File: config.mk
export PLATFORM = sky130hd
export DESIGN_NAME = mem_bus_unit
export DESIGN_NICKNAME = d
export VERILOG_FILES = /design/src/rtl/mbu_pkg.sv /design/src/rtl/mbu_decode.sv /design/src/rtl/mbu_wr_lanes.sv /design/src/rtl/mbu_rd_extract.sv /design/src/rtl/mem_bus_unit.sv
export SDC_FILE = /design/constraint.sdc
export NUM_CORES = 1
export LEC_CHECK = 0
export ABC_AREA = 1
export BUFFER_PORTS_ARGS = -buffer_cell sky130_fd_sc_hd__buf_2
export CORE_MARGIN = 2
export CORE_UTILIZATION = 48
export CTS_CLUSTER_DIAMETER = 60
export DETAILED_ROUTE_END_ITERATION = 12
export HOLD_SLACK_MARGIN = 0.03
export PLACE_DENSITY_LB_ADDON = 0.15
export SLEW_MARGIN = 20
export SYNTH_ARGS = -nofsm -noshare
export SYNTH_HDL_FRONTEND = slang
export SYNTH_SLANG_ARGS = --single-unit
File: constraint.sdc
create_clock -name clk -period 1.8 [get_ports clk]
set_input_delay 0.18 -clock clk [delete_from_list [all_inputs] [get_ports clk]]
set_output_delay 0.18 -clock clk [all_outputs]
set_load 0.03 [all_outputs]
File: src/rtl/mbu_pkg.sv
package mbu_pkg;
  localparam int unsigned LANES = 4;
  localparam int unsigned OFF_W = 2;

  typedef enum logic [1:0] {
    SZ_BYTE = 2'b00,
    SZ_WORD = 2'b01,
    SZ_LONG = 2'b10,
    SZ_RSVD = 2'b11
  } xfer_size_e;

  typedef struct packed {
    logic             fault;
    logic [LANES-1:0] lanes;
    xfer_size_e       size;
    logic             sext;
    logic [OFF_W-1:0] off;
  } xfer_plan_t;
endpackage

File: src/rtl/mbu_decode.sv
module mbu_decode
  import mbu_pkg::*;
#(
  parameter int unsigned ADDR_W = 32
) (
  input  logic [ADDR_W-1:0] addr,
  input  logic [2:0]        xtype,
  output xfer_plan_t        plan
);
  localparam logic [LANES-1:0] TOP_LANE  = {1'b1, {(LANES-1){1'b0}}};
  localparam logic [LANES-1:0] HI_HALF   = {{(LANES/2){1'b1}}, {(LANES/2){1'b0}}};
  localparam logic [LANES-1:0] LO_HALF   = {{(LANES/2){1'b0}}, {(LANES/2){1'b1}}};

  always_comb begin
    plan.off  = addr[OFF_W-1:0];
    plan.size = xfer_size_e'(xtype[1:0]);
    plan.sext = xtype[2];
    case (plan.size)
      SZ_BYTE: begin
        plan.lanes = TOP_LANE >> plan.off;
        plan.fault = 1'b0;
      end
      SZ_WORD: begin
        plan.lanes = plan.off[OFF_W-1] ? LO_HALF : HI_HALF;
        plan.fault = plan.off[0];
      end
      SZ_LONG: begin
        plan.lanes = '1;
        plan.fault = |plan.off;
      end
      default: begin
        plan.lanes = '0;
        plan.fault = 1'b1;
      end
    endcase
  end
endmodule

File: src/rtl/mbu_wr_lanes.sv
module mbu_wr_lanes
  import mbu_pkg::*;
#(
  parameter int unsigned DATA_W = 32
) (
  input  xfer_size_e        size,
  input  logic [DATA_W-1:0] din,
  output logic [DATA_W-1:0] dout
);
  localparam int unsigned HALF_W = DATA_W / 2;

  always_comb begin
    case (size)
      SZ_BYTE: dout = {LANES{din[7:0]}};
      SZ_WORD: dout = {2{din[HALF_W-1:0]}};
      default: dout = din;
    endcase
  end
endmodule

File: src/rtl/mbu_rd_extract.sv
module mbu_rd_extract
  import mbu_pkg::*;
#(
  parameter int unsigned DATA_W = 32
) (
  input  xfer_size_e        size,
  input  logic              sext,
  input  logic [OFF_W-1:0]  off,
  input  logic [DATA_W-1:0] din,
  output logic [DATA_W-1:0] dout
);
  localparam int unsigned HALF_W = DATA_W / 2;

  logic [7:0]        lane_byte [LANES];
  logic [7:0]        pick_b;
  logic [HALF_W-1:0] pick_w;

  for (genvar i = 0; i < LANES; i++) begin : g_lane
    assign lane_byte[i] = din[DATA_W-1-8*i -: 8];
  end

  assign pick_b = lane_byte[off];
  assign pick_w = off[OFF_W-1] ? din[HALF_W-1:0] : din[DATA_W-1:HALF_W];

  always_comb begin
    case (size)
      SZ_BYTE: dout = {{(DATA_W-8){sext & pick_b[7]}}, pick_b};
      SZ_WORD: dout = {{(DATA_W-HALF_W){sext & pick_w[HALF_W-1]}}, pick_w};
      default: dout = din;
    endcase
  end
endmodule

File: src/rtl/mem_bus_unit.sv
module mem_bus_unit
  import mbu_pkg::*;
#(
  parameter int unsigned ADDR_W = 32,
  parameter int unsigned DATA_W = 32
) (
  input  logic              clk,
  input  logic              rst,
  input  logic              req_valid,
  input  logic              req_write,
  input  logic [ADDR_W-1:0] req_addr,
  input  logic [2:0]        req_type,
  input  logic [DATA_W-1:0] req_wdata,
  output logic [DATA_W-1:0] rsp_rdata,
  output logic              rsp_done,
  output logic              rsp_error,
  output logic [ADDR_W-1:0] mem_addr,
  output logic [LANES-1:0]  mem_be,
  output logic              mem_rd,
  output logic              mem_wr,
  output logic [DATA_W-1:0] mem_wdata,
  input  logic [DATA_W-1:0] mem_rdata,
  input  logic              mem_ack
);
  typedef enum logic {ST_IDLE, ST_BUSY} state_e;

  state_e            state;
  xfer_plan_t        req_plan;
  xfer_plan_t        held;
  logic [DATA_W-1:0] lane_wdata;
  logic [DATA_W-1:0] ext_rdata;

  mbu_decode #(.ADDR_W(ADDR_W)) u_decode (
    .addr  (req_addr),
    .xtype (req_type),
    .plan  (req_plan)
  );

  mbu_wr_lanes #(.DATA_W(DATA_W)) u_wr (
    .size (req_plan.size),
    .din  (req_wdata),
    .dout (lane_wdata)
  );

  mbu_rd_extract #(.DATA_W(DATA_W)) u_rd (
    .size (held.size),
    .sext (held.sext),
    .off  (held.off),
    .din  (mem_rdata),
    .dout (ext_rdata)
  );

  always_ff @(posedge clk) begin
    if (rst) begin
      state     <= ST_IDLE;
      held      <= '0;
      rsp_rdata <= '0;
      rsp_done  <= 1'b0;
      rsp_error <= 1'b0;
      mem_addr  <= '0;
      mem_be    <= '0;
      mem_rd    <= 1'b0;
      mem_wr    <= 1'b0;
      mem_wdata <= '0;
    end else begin
      rsp_done  <= 1'b0;
      rsp_error <= 1'b0;
      case (state)
        ST_IDLE: begin
          if (req_valid) begin
            if (req_plan.fault) begin
              rsp_error <= 1'b1;
            end else begin
              mem_addr  <= {req_addr[ADDR_W-1:OFF_W], {OFF_W{1'b0}}};
              mem_be    <= req_plan.lanes;
              mem_rd    <= ~req_write;
              mem_wr    <= req_write;
              mem_wdata <= req_write ? lane_wdata : '0;
              held      <= req_plan;
              state     <= ST_BUSY;
            end
          end
        end
        default: begin
          if (mem_ack) begin
            if (mem_rd) rsp_rdata <= ext_rdata;
            mem_rd   <= 1'b0;
            mem_wr   <= 1'b0;
            mem_be   <= '0;
            rsp_done <= 1'b1;
            state    <= ST_IDLE;
          end
        end
      endcase
    end
  end
endmodule

==> Yosys cells after proc, flatten, opt, wreduce, memory -nomap -nowiden <==
Index checks and enable logic that the tools add are counted.
{ "word_totals": {"ff_bits": 108, "word_cells": 61, "inputBits": 104, "out_inout_bits": 104} }
{ "classes": {"eq_ne": 5, "bitwise": 7, "n_mux": 26, "shift": 1, "magnitude_cmp": 1, "reduce_logical": 9} }
{ "op_table": {"columns": ["cell", "count"], "rows": [
  ["case mux 32 bit (2 select lines)", 2],
  ["2-to-1 mux 32 bit", 1],
  ["2-to-1 mux 4 bit", 5],
  ["binary-select mux 8 bit (select 2 bit)", 1],
  ["2-to-1 mux 16 bit", 1],
  ["2-to-1 mux 8 bit", 2],
  ["case mux 5 bit (3 select lines)", 1],
  ["2-to-1 mux 1 bit", 13],
  ["AND reduction 3 bit", 3],
  ["equality test 2 x 1 -> 1 bit (second input constant)", 2],
  ["logical NOT 2 bit", 2],
  ["!= test 2 bit (second input constant)", 2],
  ["NOT 1 bit", 4],
  ["OR reduction 2 bit", 2],
  [">> shifter 4 x 2 -> 4 bit (first input constant)", 1],
  [">= comparator 3 bit (second input constant)", 1],
  ["NOT 2 -> 3 bit", 1],
  ["OR reduction 3 bit", 1],
  ["AND 1 bit", 2],
  ["equality test 2 bit (second input constant)", 1],
  ["nonzero test 2 bit", 1]
]} }

==> Logic depth before layout (Yosys ltp) <==
Gate-level depths: netlist of the first run.
{ "logic_depth": {"word_depth": 6, "depth_mapped": 10, "depth_no_buf": 9} }

==> Modules after synthesis <==
From an unflattened synthesis of the first run, not the netlist that was laid out.
{ "unflattened": {"hier_cells": 746, "hier_area_um2": 5261.3} }
{ "by_module_without_submodules": {"columns": ["module", "instances", "area_per_inst_um2", "seq_area_each_um2", "cells_per_inst"], "rows": [
  ["mem_bus_unit", 1, 3862.5, 2162.1, 480],
  ["mbu_rd_extract", 1, 840.8, 0.0, 152],
  ["mbu_wr_lanes", 1, 434.2, 0.0, 87],
  ["mbu_decode", 1, 123.9, 0.0, 27]
]} }

==> Least setup slack after synthesis of the first run <==
No wires, ideal clock.
{ "synth_path": {"path_type": "flip-flop to flip-flop", "start": "reg mem_rd", "end": "reg rsp_rdata[10]", "path_slack_ns": 0.363, "arrival_time_ns": 1.328, "n_path_buf": 1, "path_stages_with_launch": 9, "required_ns": 1.691, "setup_time_ns": 0.109, "path_cell_list": "dfxtp_1 -> inv_1 -> nor2_2 -> inv_1 -> buf_2 -> a21oi_1 -> nand3_1 -> nand2_1 -> inv_1"} }
{ "synth_via": {"elab_chain_cells": 1} }
{ "synth_lines": {"columns": ["item", "line", "text"], "rows": [
  ["start: declaration", "mem_bus_unit.sv:19", "output logic mem_rd,"],
  ["start signal: assignment", "mem_bus_unit.sv:76", "mem_rd <= ~req_write;"],
  ["AND reduction 3 bit (no source line)", null, null],
  ["end signal: assignment", "mem_bus_unit.sv:86", "if (mem_rd) rsp_rdata <= ext_rdata;"],
  ["end: declaration", "mem_bus_unit.sv:14", "output logic [DATA_W-1:0] rsp_rdata,"]
]} }
Every way passes these cells.
A chain may end at the register's enable or synchronous reset.

==> Final worst setup path of the first run <==
{ "layout_path": {"start": "reg state", "end": "reg mem_wr"} }
{ "layout_via": {"elab_chain_cells": 2} }
{ "layout_lines": {"columns": ["item", "line", "text"], "rows": [
  ["start: declaration", "mem_bus_unit.sv:27", "state_e state;"],
  ["start signal: assignment", "mem_bus_unit.sv:55", "state <= ST_IDLE;"],
  ["start signal: assignment", "mem_bus_unit.sv:80", "state <= ST_BUSY;"],
  ["start signal: assignment", "mem_bus_unit.sv:91", "state <= ST_IDLE;"],
  ["!= test 2 bit (no source line) / nonzero test 2 bit (equally long branches)", null, null],
  ["AND reduction 3 bit (no source line)", null, null],
  ["end signal: assignment", "mem_bus_unit.sv:77", "mem_wr <= req_write;"],
  ["end: declaration", "mem_bus_unit.sv:20", "output logic mem_wr,"]
]} }
Several ways; a longest one is shown, not always the timed one.

==> impl_metrics.env, run 1 <==
export IMPL_outcome="completed"
export IMPL_reg2reg_setup_slack_ps=220
export IMPL_worst_clock_skew_ps=11.66
export IMPL_cp_end_kind="flip-flop"
export IMPL_place_port_buffers=205
export IMPL_worst_ep_arrival_time_ps=1880
export IMPL_seqPwrFrac_pct=50.3
export IMPL_placement_cell_area_um2=5857
export IMPL_post_route_cells_drive_above_1_share_pct=29.27
export IMPL_gpl_final_weighted_congestion=0.8650
export IMPL_critPathLaunchType="flip-flop"
export IMPL_worst_path_fanout_max=24
export IMPL_max_vdd_ir_drop_v=0.0004221
export IMPL_area_growth_synth_to_final_pct=28.49
export IMPL_summed_instance_area_of_the_synthesized_netlist_um2=4822
export IMPL_final_setup_viol_count=0
export IMPL_grt_first_pass_wirelength_mm=22.76
export IMPL_post_cts_buffers=0
export IMPL_static_leakage_power_nw=3.001
export IMPL_grt_overflow=0
export IMPL_synth_edff_count=0
export IMPL_synthDistinctLibCells=28
export IMPL_firstDrtPassIters=5
export IMPL_p_comb_share_pct=18.7
export IMPL_num_io_pins=208
export IMPL_grt_max_degree=71
export IMPL_cts_clk_slew_worst_paths_ps=110
export IMPL_route_detailed_drc=0
export IMPL_swShare_pct=30.42
export IMPL_track_usage_pct=25.71
export IMPL_tritoncts="built"
export IMPL_final_cell_mix="nand2_1, buf_2, a21oi_1"
export IMPL_drv_cap=0
export IMPL_cts_hold_fix_buffers=13
export IMPL_antenna_violations_before_repair=1
export IMPL_clk_root_buffer_cell="clkbuf_8"
export IMPL_via_count_of_the_first_global_routing_pass=4693
export IMPL_site_rows=36
export IMPL_design_core_area_um2=9774
export IMPL_maxClockFrequency_mhz=634.7
export IMPL_cts_bufs_inserted=9
export IMPL_tightestPinTransition_ps=717.4
export IMPL_ys_async_sr_fraction_pct=0
export IMPL_num_nets_final=977
export IMPL_ys_ff_latch=108
export IMPL_die_h_um=104.2
export IMPL_internal_power_mw=3.489
export IMPL_final_common_cell="nand2_1"
export IMPL_effective_utilization_at_floorplan_pct=49.33
export IMPL_type_of_the_most_critical_hold_path="input pin to flip-flop"
export IMPL_dp_hpwl_mm=10.30
export IMPL_drt_wl_total_mm=14.32
export IMPL_fp_dieArea_um2=10860
export IMPL_tritoncts_num_sinks=108
export IMPL_netlist_area_leader_share_pct=44.84
export IMPL_cp_required_ps=2100
export IMPL_post_cts_resize_count=0
export IMPL_synth_yosys_warnings=0
export IMPL_share_clk_of_total_power_pct=31.0
export IMPL_fp_dieW_um=104.2
export IMPL_cellPowerDensity_nw_per_um2=809.2
export IMPL_synth_top_flop_cell="dfxtp_1"
export IMPL_detail_route_iter0_violations=366
export IMPL_power_switching_mw=1.525
export IMPL_ant_nets=0
export IMPL_wl_per_cell_um=14.15
export IMPL_drt_vias_per_instance=5.149
export IMPL_setup_tns_final_ps=0
export IMPL_insertion_delay_to_the_later_sink_of_the_worst_skew_pair_ps=380
export IMPL_holdPathStages=3
export IMPL_final_slew_viol_count=0
export IMPL_synth_largest_area_cell="dfxtp_1"
export IMPL_synth_yosys_seq_area_share_pct=44.84
export IMPL_hold_violations=0
export IMPL_synth_area_per_cell_um2=7.123
export IMPL_slew_headroom_pct=52.18
export IMPL_htree_levels=3
export IMPL_main_area_contributors_after_synthesis="dfxtp_1, nand2_1, a21oi_1"
export IMPL_postLayoutCellArea_um2=6196
export IMPL_synth_cells=677
export IMPL_timing_reg2reg_worst_path_depth=5
export IMPL_layout_worst_path_cycle_share_pct=87.53
export IMPL_rsz_0062_raised_after_global_routing="no"
export IMPL_worst_setup_path_type="flip-flop to flip-flop"
export IMPL_cts_path_max_buffers=2
export IMPL_final_period_minus_worst_setup_slack_ps=1575
export IMPL_num_vias=5211
[cells by family (layout without fill, tap and decap cells)]
| group | count (synthesis) | after routing | synth area share [%] |
|---|---|---|---|
| AO/OA/AOI/OAI | 186 | 186 | 20.81 |
| buffers and inverters | 78 | 278 | 8.329 |
| AND/OR/NAND/NOR | 304 | 304 | 25.95 |
| flip-flops | 108 | 108 | 44.84 |
| other | 1 | 3 | 0.07777 |
[power groups by stage]
stage,clock (mW),combinational (mW),sequential [mW]
after floorplan,0,0.461,2.72
after global placement,0,0.895,2.57
after detailed placement,0,0.909,2.58
after CTS,1.58,0.934,2.52
after global routing,1.67,1.03,2.53
final,1.56,0.937,2.52
[routing by layer]
metal,vias up,GRT usage [%],part of all wire (%)
li1,2590,-,-
met1,2343,32.89,41
met2,250,43.42,48
met3,28,3.947,7.8
met4,0,10.42,2.6
met5,-,0,0
[Yosys cell counts, types with 2 or more instances]
cell / instances
buf_1: 2
a31oi_1: 6
o21ai_2: 2
inv_2: 3
nand3_1: 33
a21oi_1: 119
dfxtp_1: 108
nor3_1: 2
or2_2: 5
inv_1: 24
nand2_1: 215
buf_2: 13
nor2_4: 4
o21a_1: 16
nor2_1: 40
buf_6: 9
nand2_2: 2
clkbuf_1: 20
o21ai_0: 40
buf_4: 6
[area by class of cell]
type	count	area (µm²)
fillers	954	3578
inverters	28	107.6
clock inverters	6	68.82
well taps	133	166.4
flip-flops and latches	108	2162
multi-input cells	492	2262
repair buffers	234	1289
clock buffers	10	137.6
diodes	1	2.502
[flip-flops by register name (all words and copies together) (netlist names)]
register and count:
mem_be 4, mem_rd 1, mem_addr 30, state 1
rsp_error 1, mem_wr 1, rsp_rdata 32, rsp_done 1
mem_wdata 32, held 5
[worst paths after layout]
path / from / endpoint
setup / recovery: state / mem_wr
hold / removal: req_addr[19] / mem_addr[19]
setup reg to reg: state / mem_wr
hold reg to reg: mem_addr[12] / mem_addr[12]
[metrics by stage]
stage | std cells | utilization [%] | setup WS, ps | total power, mW | hold WS [ps]
6_report | 1012 | 63.39 | 224.5 | 5.014 | 38.49
5_1_grt | 1012 | 63.39 | 116.9 | 5.228 | 33.23
4_1_cts | 1011 | 63.36 | 250.0 | 5.034 | 30.02
3_5_place_dp | 982 | 59.92 | 282.3 | 3.484 | 434.8
3_3_place_gp | 982 | 59.92 | 295.6 | 3.467 | 429.4
2_1_floorplan | 678 | - | 362.7 | 3.183 | 322.7
[worst max-delay path, stage by stage (launching register included)]
cell     delay, ps
dfxtp_1        340
nor2_1         240
nand3_4        130
nor2_4         460
inv_1          160
a21oi_1        160
Note: power is estimated with default switching activity, not from simulation.
==> run 2, diff against run 1 <==
--- a/config.mk
+++ b/config.mk
@@ -7,6 +7,7 @@
 export LEC_CHECK = 0
 export ABC_AREA = 1
 export BUFFER_PORTS_ARGS = -buffer_cell sky130_fd_sc_hd__buf_2
+export CORE_ASPECT_RATIO = 1.1
 export CORE_MARGIN = 2
 export CORE_UTILIZATION = 48
 export CTS_CLUSTER_DIAMETER = 60
==> run 2 against run 1 <==
Compared with the run above: cell count down 2.6%; non-clock buffer count down 12; via count down 1.4%; core utilization down 1.7 points; critical path type unchanged; sequential share of layout area up 0.72 points; maximum frequency up 3.4%; power up 1.4%; largest cell class unchanged; clock-buffer cell count up 2; clock power up 5%.
==> impl_metrics.env, run 2 (same netlist as run 1, synthesis figures left out) <==
export IMPL_outcome="completed"
export IMPL_cp_end_kind="flip-flop"
export IMPL_final_common_cell="nand2_1"
export IMPL_critPathLaunchType="flip-flop"
export IMPL_tritoncts_num_sinks=108
export IMPL_final_setup_viol_count=0
export IMPL_drt_vias_per_instance=5.212
export IMPL_static_leakage_power_nw=2.953
export IMPL_post_cts_resize_count=0
export IMPL_finalNonFillerCells=986
export IMPL_grt_overflow=0
export IMPL_grt_first_pass_wirelength_mm=21.98
export IMPL_die_h_um=109.1
export IMPL_htree_levels=3
export IMPL_hold_violations=0
export IMPL_hold_worst_slack_ps=47.83
export IMPL_num_io_pins=208
export IMPL_drt_wl_total_mm=14.02
export IMPL_r2r_start="held[4]"
export IMPL_num_vias=5139
export IMPL_route_detailed_drc=0
export IMPL_maxClockFrequency_mhz=656.5
export IMPL_tightestPinTransition_ps=709.8
export IMPL_worst_path_fanout_max=16
export IMPL_post_route_cells_drive_above_1_share_pct=29.33
export IMPL_worst_setup_path_type="flip-flop to flip-flop"
export IMPL_cts_path_max_buffers=2
export IMPL_design_core_area_um2=9842
export IMPL_final_cell_mix="nand2_1, buf_2, a21oi_1"
export IMPL_via_count_of_the_first_global_routing_pass=4728
export IMPL_layout_worst_path_cycle_share_pct=84.63
export IMPL_insertion_delay_to_the_later_sink_of_the_worst_skew_pair_ps=370
export IMPL_place_detailed_instances=968
export IMPL_cellPowerDensity_nw_per_um2=837.1
export IMPL_crit_path_end="rsp_rdata[28]"
export IMPL_antenna_cells_inserted=0
export IMPL_clk_root_buffer_cell="clkbuf_8"
export IMPL_cp_required_ps=2030
export IMPL_worstReg2RegEnd="rsp_rdata[28]"
export IMPL_type_of_the_most_critical_hold_path="input pin to flip-flop"
export IMPL_firstDrtPassIters=4
export IMPL_num_nets_final=965
export IMPL_detail_route_iter0_violations=203
export IMPL_place_port_buffers=205
export IMPL_antenna_violations_before_repair=0
export IMPL_tritoncts="built"
export IMPL_grt_max_degree=71
export IMPL_reg_top3="mem_wdata (32), rsp_rdata (32), mem_addr (30)"
export IMPL_worst_ep_arrival_time_ps=1760
export IMPL_max_vdd_ir_drop_v=0.0005429
export IMPL_final_slew_viol_count=0
export IMPL_effective_utilization_at_floorplan_pct=49.00
export IMPL_wl_per_cell_um=14.22
export IMPL_fp_dieW_um=99.57
export IMPL_cts_clk_slew_worst_paths_ps=100
export IMPL_dp_hpwl_mm=10.16
export IMPL_track_usage_pct=25.14
export IMPL_reg2reg_setup_slack_ps=280
export IMPL_final_period_minus_worst_setup_slack_ps=1523
export IMPL_ant_nets=0
export IMPL_drv_cap=0
export IMPL_startpoint="held[4]"
export IMPL_worst_clock_skew_ps=7.523
export IMPL_rsz_0062_raised_after_global_routing="no"
export IMPL_cts_bufs_inserted=9
export IMPL_timing_reg2reg_worst_path_depth=7
export IMPL_site_rows=38
export IMPL_gpl_final_weighted_congestion=0.8892
export IMPL_fp_dieArea_um2=10860
export IMPL_area_growth_synth_to_final_pct=25.90
export IMPL_setup_tns_final_ps=0
export IMPL_slew_headroom_pct=52.68
[run 2: worst max-delay path: stages (launching register included)]
cell and delay, ps:
dfxtp_1 410, inv_2 60, nand2_1 120, nor2_4 80, nand2_1 90, nand2_2 80
a21oi_4 410, a21oi_1 130
[run 2: routing by layer]
| layer | GRT usage, % | part of all wire (%) | vias to the layer above |
|---|---|---|---|
| li1 | - | - | 2572 |
| met1 | 30.59 | 41 | 2347 |
| met2 | 42.47 | 49 | 191 |
| met3 | 6.987 | 7.6 | 29 |
| met4 | 9.491 | 2.5 | 0 |
| met5 | 0 | 0 | - |
[run 2: how the worst min path moves through the flow]
stage,slack (ps),start,cells past startpoint,to
2_1_floorplan,320,req_wdata[0],2,mem_wdata[0]
3_3_place_gp,430,req_addr[3],3,mem_addr[3]
3_5_place_dp,430,req_addr[15],3,mem_addr[15]
4_1_cts,30,req_addr[5],3,mem_addr[5]
5_1_grt,30,req_addr[13],3,mem_addr[13]
6_report,50,req_addr[28],3,mem_addr[28]
[run 2: timing repair]
item	CTS	global route
setup buffers	0	0
hold buffers	2	0
endpoints found under the hold margin	2	0
[run 2: metrics by stage]
step / instance area (µm²) / power (mW) / util, % / setup WS [ps]
final: 6071 / 5.082 / 61.68 / 276.7
after detailed placement: 5833 / 3.485 / 59.27 / 230.6
after global placement: 5833 / 3.467 / 59.27 / 238.4
after floorplan: 4826 / 3.183 / - / 362.7
after CTS: 6071 / 5.113 / 61.68 / 262.0
after global routing: 6071 / 5.319 / 61.68 / 94.87
[run 2: area by class of cell]
| type | instances | area, µm² |
|---|---|---|
| clock buffer | 12 | 145.1 |
| sequential | 108 | 2162 |
| fill | 995 | 3771 |
| timing repair buffer | 222 | 1171 |
| multi-input combinational | 492 | 2262 |
| clock inverter | 4 | 72.57 |
| tap | 120 | 150.1 |
| inverter | 28 | 107.6 |
[run 2: power by group]
group          leakage, nW  internal (mW)  switching [mW]
sequential           0.877           2.48          0.0465
clock                0.107          0.822           0.822
combinational         1.97          0.304           0.613
total                 2.95           3.60            1.48
==> run 3, diff against run 2 <==
--- a/config.mk
+++ b/config.mk
@@ -5,11 +5,11 @@
 export SDC_FILE = /design/constraint.sdc
 export NUM_CORES = 1
 export LEC_CHECK = 0
-export ABC_AREA = 1
+export ABC_AREA = 0
 export BUFFER_PORTS_ARGS = -buffer_cell sky130_fd_sc_hd__buf_2
 export CORE_ASPECT_RATIO = 1.1
 export CORE_MARGIN = 2
-export CORE_UTILIZATION = 48
+export CORE_UTILIZATION = 43
 export CTS_CLUSTER_DIAMETER = 60
 export DETAILED_ROUTE_END_ITERATION = 12
 export HOLD_SLACK_MARGIN = 0.03
==> constraint.sdc (replaced) <==
create_clock -name clk -period 1.3 [get_ports clk]
set_input_delay 0.13 -clock clk [delete_from_list [all_inputs] [get_ports clk]]
set_output_delay 0.13 -clock clk [all_outputs]
set_load 0.03 [all_outputs]
==> run 3 against run 2 <==
Compared with the run above: the flow now finishes with violations (setup timing); global-route usage rose by 0.39 points; clock-buffer cell count fell by 1; synthesized area barely moved; wire length rose by 23%; critical endpoint is now rsp_rdata[6]; via count rose by 4.4%; power rose by 59%.
==> impl_metrics.env, run 3 <==
export IMPL_drt_wl_total_mm=17.25
export IMPL_netlist_area_leader_share_pct=44.86
export IMPL_static_leakage_power_nw=3.553
export IMPL_cp_required_ps=1550
export IMPL_insertion_delay_to_the_later_sink_of_the_worst_skew_pair_ps=340
export IMPL_antenna_violations_before_repair=0
export IMPL_area_growth_synth_to_final_pct=64.56
export IMPL_violated_checks="setup timing"
export IMPL_series_of_cell_instances_along_the_critical_path="buf_12, buf_4, mux2_4, a32oi_2, a211oi_1, a21o_1"
export IMPL_synthDistinctLibCells=44
export IMPL_main_area_contributors_after_synthesis="dfxtp_1, nand2_1, a21oi_1"
export IMPL_grt_overflow=0
export IMPL_worst_path_fanout_max=3
export IMPL_finalNonFillerCells=988
export IMPL_max_vdd_ir_drop_v=0.0006573
export IMPL_synth_area_per_cell_um2=8.485
export IMPL_final_setup_viol_count=75
export IMPL_reg_top3="mem_wdata (32), rsp_rdata (32), mem_addr (30)"
export IMPL_antenna_cells_inserted=0
export IMPL_preCtsSetupSlack_ps=-279.9
export IMPL_outcome="finished, violations left"
export IMPL_critPathTopFamily="compound AO/OA/AOI/OAI gates"
export IMPL_summed_instance_area_of_the_synthesized_netlist_um2=4820
export IMPL_hold_violations=0
export IMPL_cts_bufs_inserted=9
export IMPL_ys_async_sr_fraction_pct=0
export IMPL_synth_yosys_warnings=0
export IMPL_cts_path_max_buffers=2
export IMPL_hold_worst_slack_ps=47.76
export IMPL_synth_compound_gate_area_share_pct=21.16
export IMPL_place_detailed_instances=923
export IMPL_tritoncts_num_sinks=108
export IMPL_wl_per_cell_um=17.46
export IMPL_final_period_minus_worst_setup_slack_ps=1516
export IMPL_layout_worst_path_cycle_share_pct=116.6
export IMPL_site_rows=40
export IMPL_synth_edff_count=0
export IMPL_post_synth_xor_area_fraction_pct=0.3634
export IMPL_synth_yosys_seq_area_share_pct=44.86
export IMPL_maxClockFrequency_mhz=659.8
export IMPL_worst_setup_path_type="flip-flop to flip-flop"
export IMPL_critical_path_n_buffers_inverters=2
export IMPL_postLayoutCoreUtil_pct=72.70
export IMPL_placement_cell_area_um2=6302
export IMPL_fp_dieArea_um2=12070
export IMPL_tritoncts="built"
export IMPL_final_worst_setup_slack_ps=-215.7
export IMPL_via_count_of_the_first_global_routing_pass=5108
export IMPL_ant_nets=0
export IMPL_effective_utilization_at_floorplan_pct=44.17
export IMPL_place_port_buffers=205
export IMPL_postLayoutCellArea_um2=7931
export IMPL_final_common_cell="buf_2"
export IMPL_firstDrtPassIters=4
export IMPL_cellPowerDensity_nw_per_um2=1020
export IMPL_htree_levels=3
export IMPL_detail_route_iter0_violations=224
export IMPL_grt_first_pass_wirelength_mm=24.87
export IMPL_track_usage_pct=25.53
export IMPL_fp_dieW_um=104.9
export IMPL_tightestPinTransition_ps=540.9
export IMPL_post_route_cells_drive_above_1_share_pct=53.15
export IMPL_synth_top_family_by_area="compound AO/OA/AOI/OAI gates"
export IMPL_rsz_0062_raised_after_global_routing="yes"
export IMPL_slowest_delay_ps=360
export IMPL_synth_largest_area_cell="dfxtp_1"
export IMPL_cp_end_kind="flip-flop"
export IMPL_setup_tns_final_ps=-7476
export IMPL_ys_ff_latch=108
export IMPL_drt_vias_per_instance=5.432
export IMPL_drv_cap=0
export IMPL_clk_root_buffer_cell="clkbuf_16"
export IMPL_worst_ep_arrival_time_ps=1760
export IMPL_timing_critical_path_slowest_stage_cell="dfxtp_4"
export IMPL_final_cell_mix="buf_2, dfxtp_1, nand2_1"
export IMPL_type_of_the_most_critical_hold_path="input pin to flip-flop"
export IMPL_library_cell_with_the_highest_instance_count_after_synthesis="nand2_1"
export IMPL_route_detailed_drc=0
export IMPL_gpl_final_weighted_congestion=0.8685
export IMPL_synth_top_flop_cell="dfxtp_1"
export IMPL_final_slew_viol_count=0
export IMPL_num_vias=5367
export IMPL_critPathLaunchType="flip-flop"
export IMPL_die_h_um=115.0
export IMPL_num_nets_final=940
export IMPL_synth_area_in_simple_gates_pct=19.76
export IMPL_synth_cells=568
export IMPL_synthTopCellsByCount="nand2_1, dfxtp_1, a21oi_1, clkbuf_1, nand3_1"
export IMPL_dp_hpwl_mm=10.87
export IMPL_slew_headroom_pct=63.94
export IMPL_totalPowerFinal_mw=8.092
export IMPL_cts_clk_slew_worst_paths_ps=80
export IMPL_design_core_area_um2=10910
export IMPL_num_io_pins=208
export IMPL_worst_clock_skew_ps=9.716
export IMPL_grt_max_degree=45
export IMPL_synth_fa_ha_area_share_pct=0
export IMPL_yosys_mux_area_fraction_pct=7.684
-- run 3: cell types whose count changed in the layout (fill, tap and decap cells not counted), moves of 22 or more --
cell,previous run,this run
a21oi_1,119,45
a21oi_2,0,45
buf_4,14,42
dlygate4sd3_1,2,37
inv_1,24,0
mux2_2,0,22
nand2_1,215,89
nand2_4,0,22
nand3_1,33,10
nor2_1,40,12
o21ai_0,40,17
-- run 3: path summary, 6_finish.rpt --
check | end | start | slack [ps] | depth (start not counted)
setup reg to reg | rsp_rdata[6] | held[1] | -220 | 6
setup / recovery | rsp_rdata[6] | held[1] | -220 | 6
hold / removal | mem_addr[28] | req_addr[28] | 50 | 3
hold reg to reg | mem_wdata[28] | mem_wdata[28] | 450 | 2
-- run 3: worst min-delay path, delay by kind of cell --
kind,cells,cell delay [ps]
buf+inv,1,100
simple gates,1,60
compound gates,1,50
-- run 3: routing by layer --
metal	track usage [%]	up-vias	routed length, µm
li1	-	2526	-
met1	28.80	2602	6724
met2	47.32	207	9132
met3	6.009	32	992
met4	8.889	0	399
met5	0	-	0
-- run 3: cell type report --
cell class | instances | area [µm²]
multi-input cells | 407 | 3082
fillers | 851 | 2979
repair buffers | 309 | 2175
flip-flops and latches | 108 | 2170
clock buffers | 11 | 252.7
well taps | 147 | 183.9
clock inverters | 5 | 65.06
inverters | 1 | 3.754
-- run 3: power by group --
part	internal, mW	total (mW)	switching, mW	leakage [nW]
combinational	0.745	1.73	0.984	2.52
sequential	3.41	3.47	0.0594	0.878
clock	1.63	2.89	1.27	0.157
total	5.78	8.09	2.31	3.55
-- run 3: repair_timing --
action / CTS / global route
pin swaps: 19 / 89
setup buffers: 3 / 4
hold buffers: 37 / 0
setup endpoints to repair: 99 / 97
gates resized for setup: 36 / 140
gates cloned: 5 / 3
endpoints found under the hold margin: 37 / 0
-- run 3: kinds of logic (layout without fill, tap and decap cells) --
kind of cell,after synthesis,in the layout
other cells,1,2
compound gates,166,167
xor+xnor,2,2
simple gates,202,202
flops,108,108
buf+inv,55,326
mux,34,34
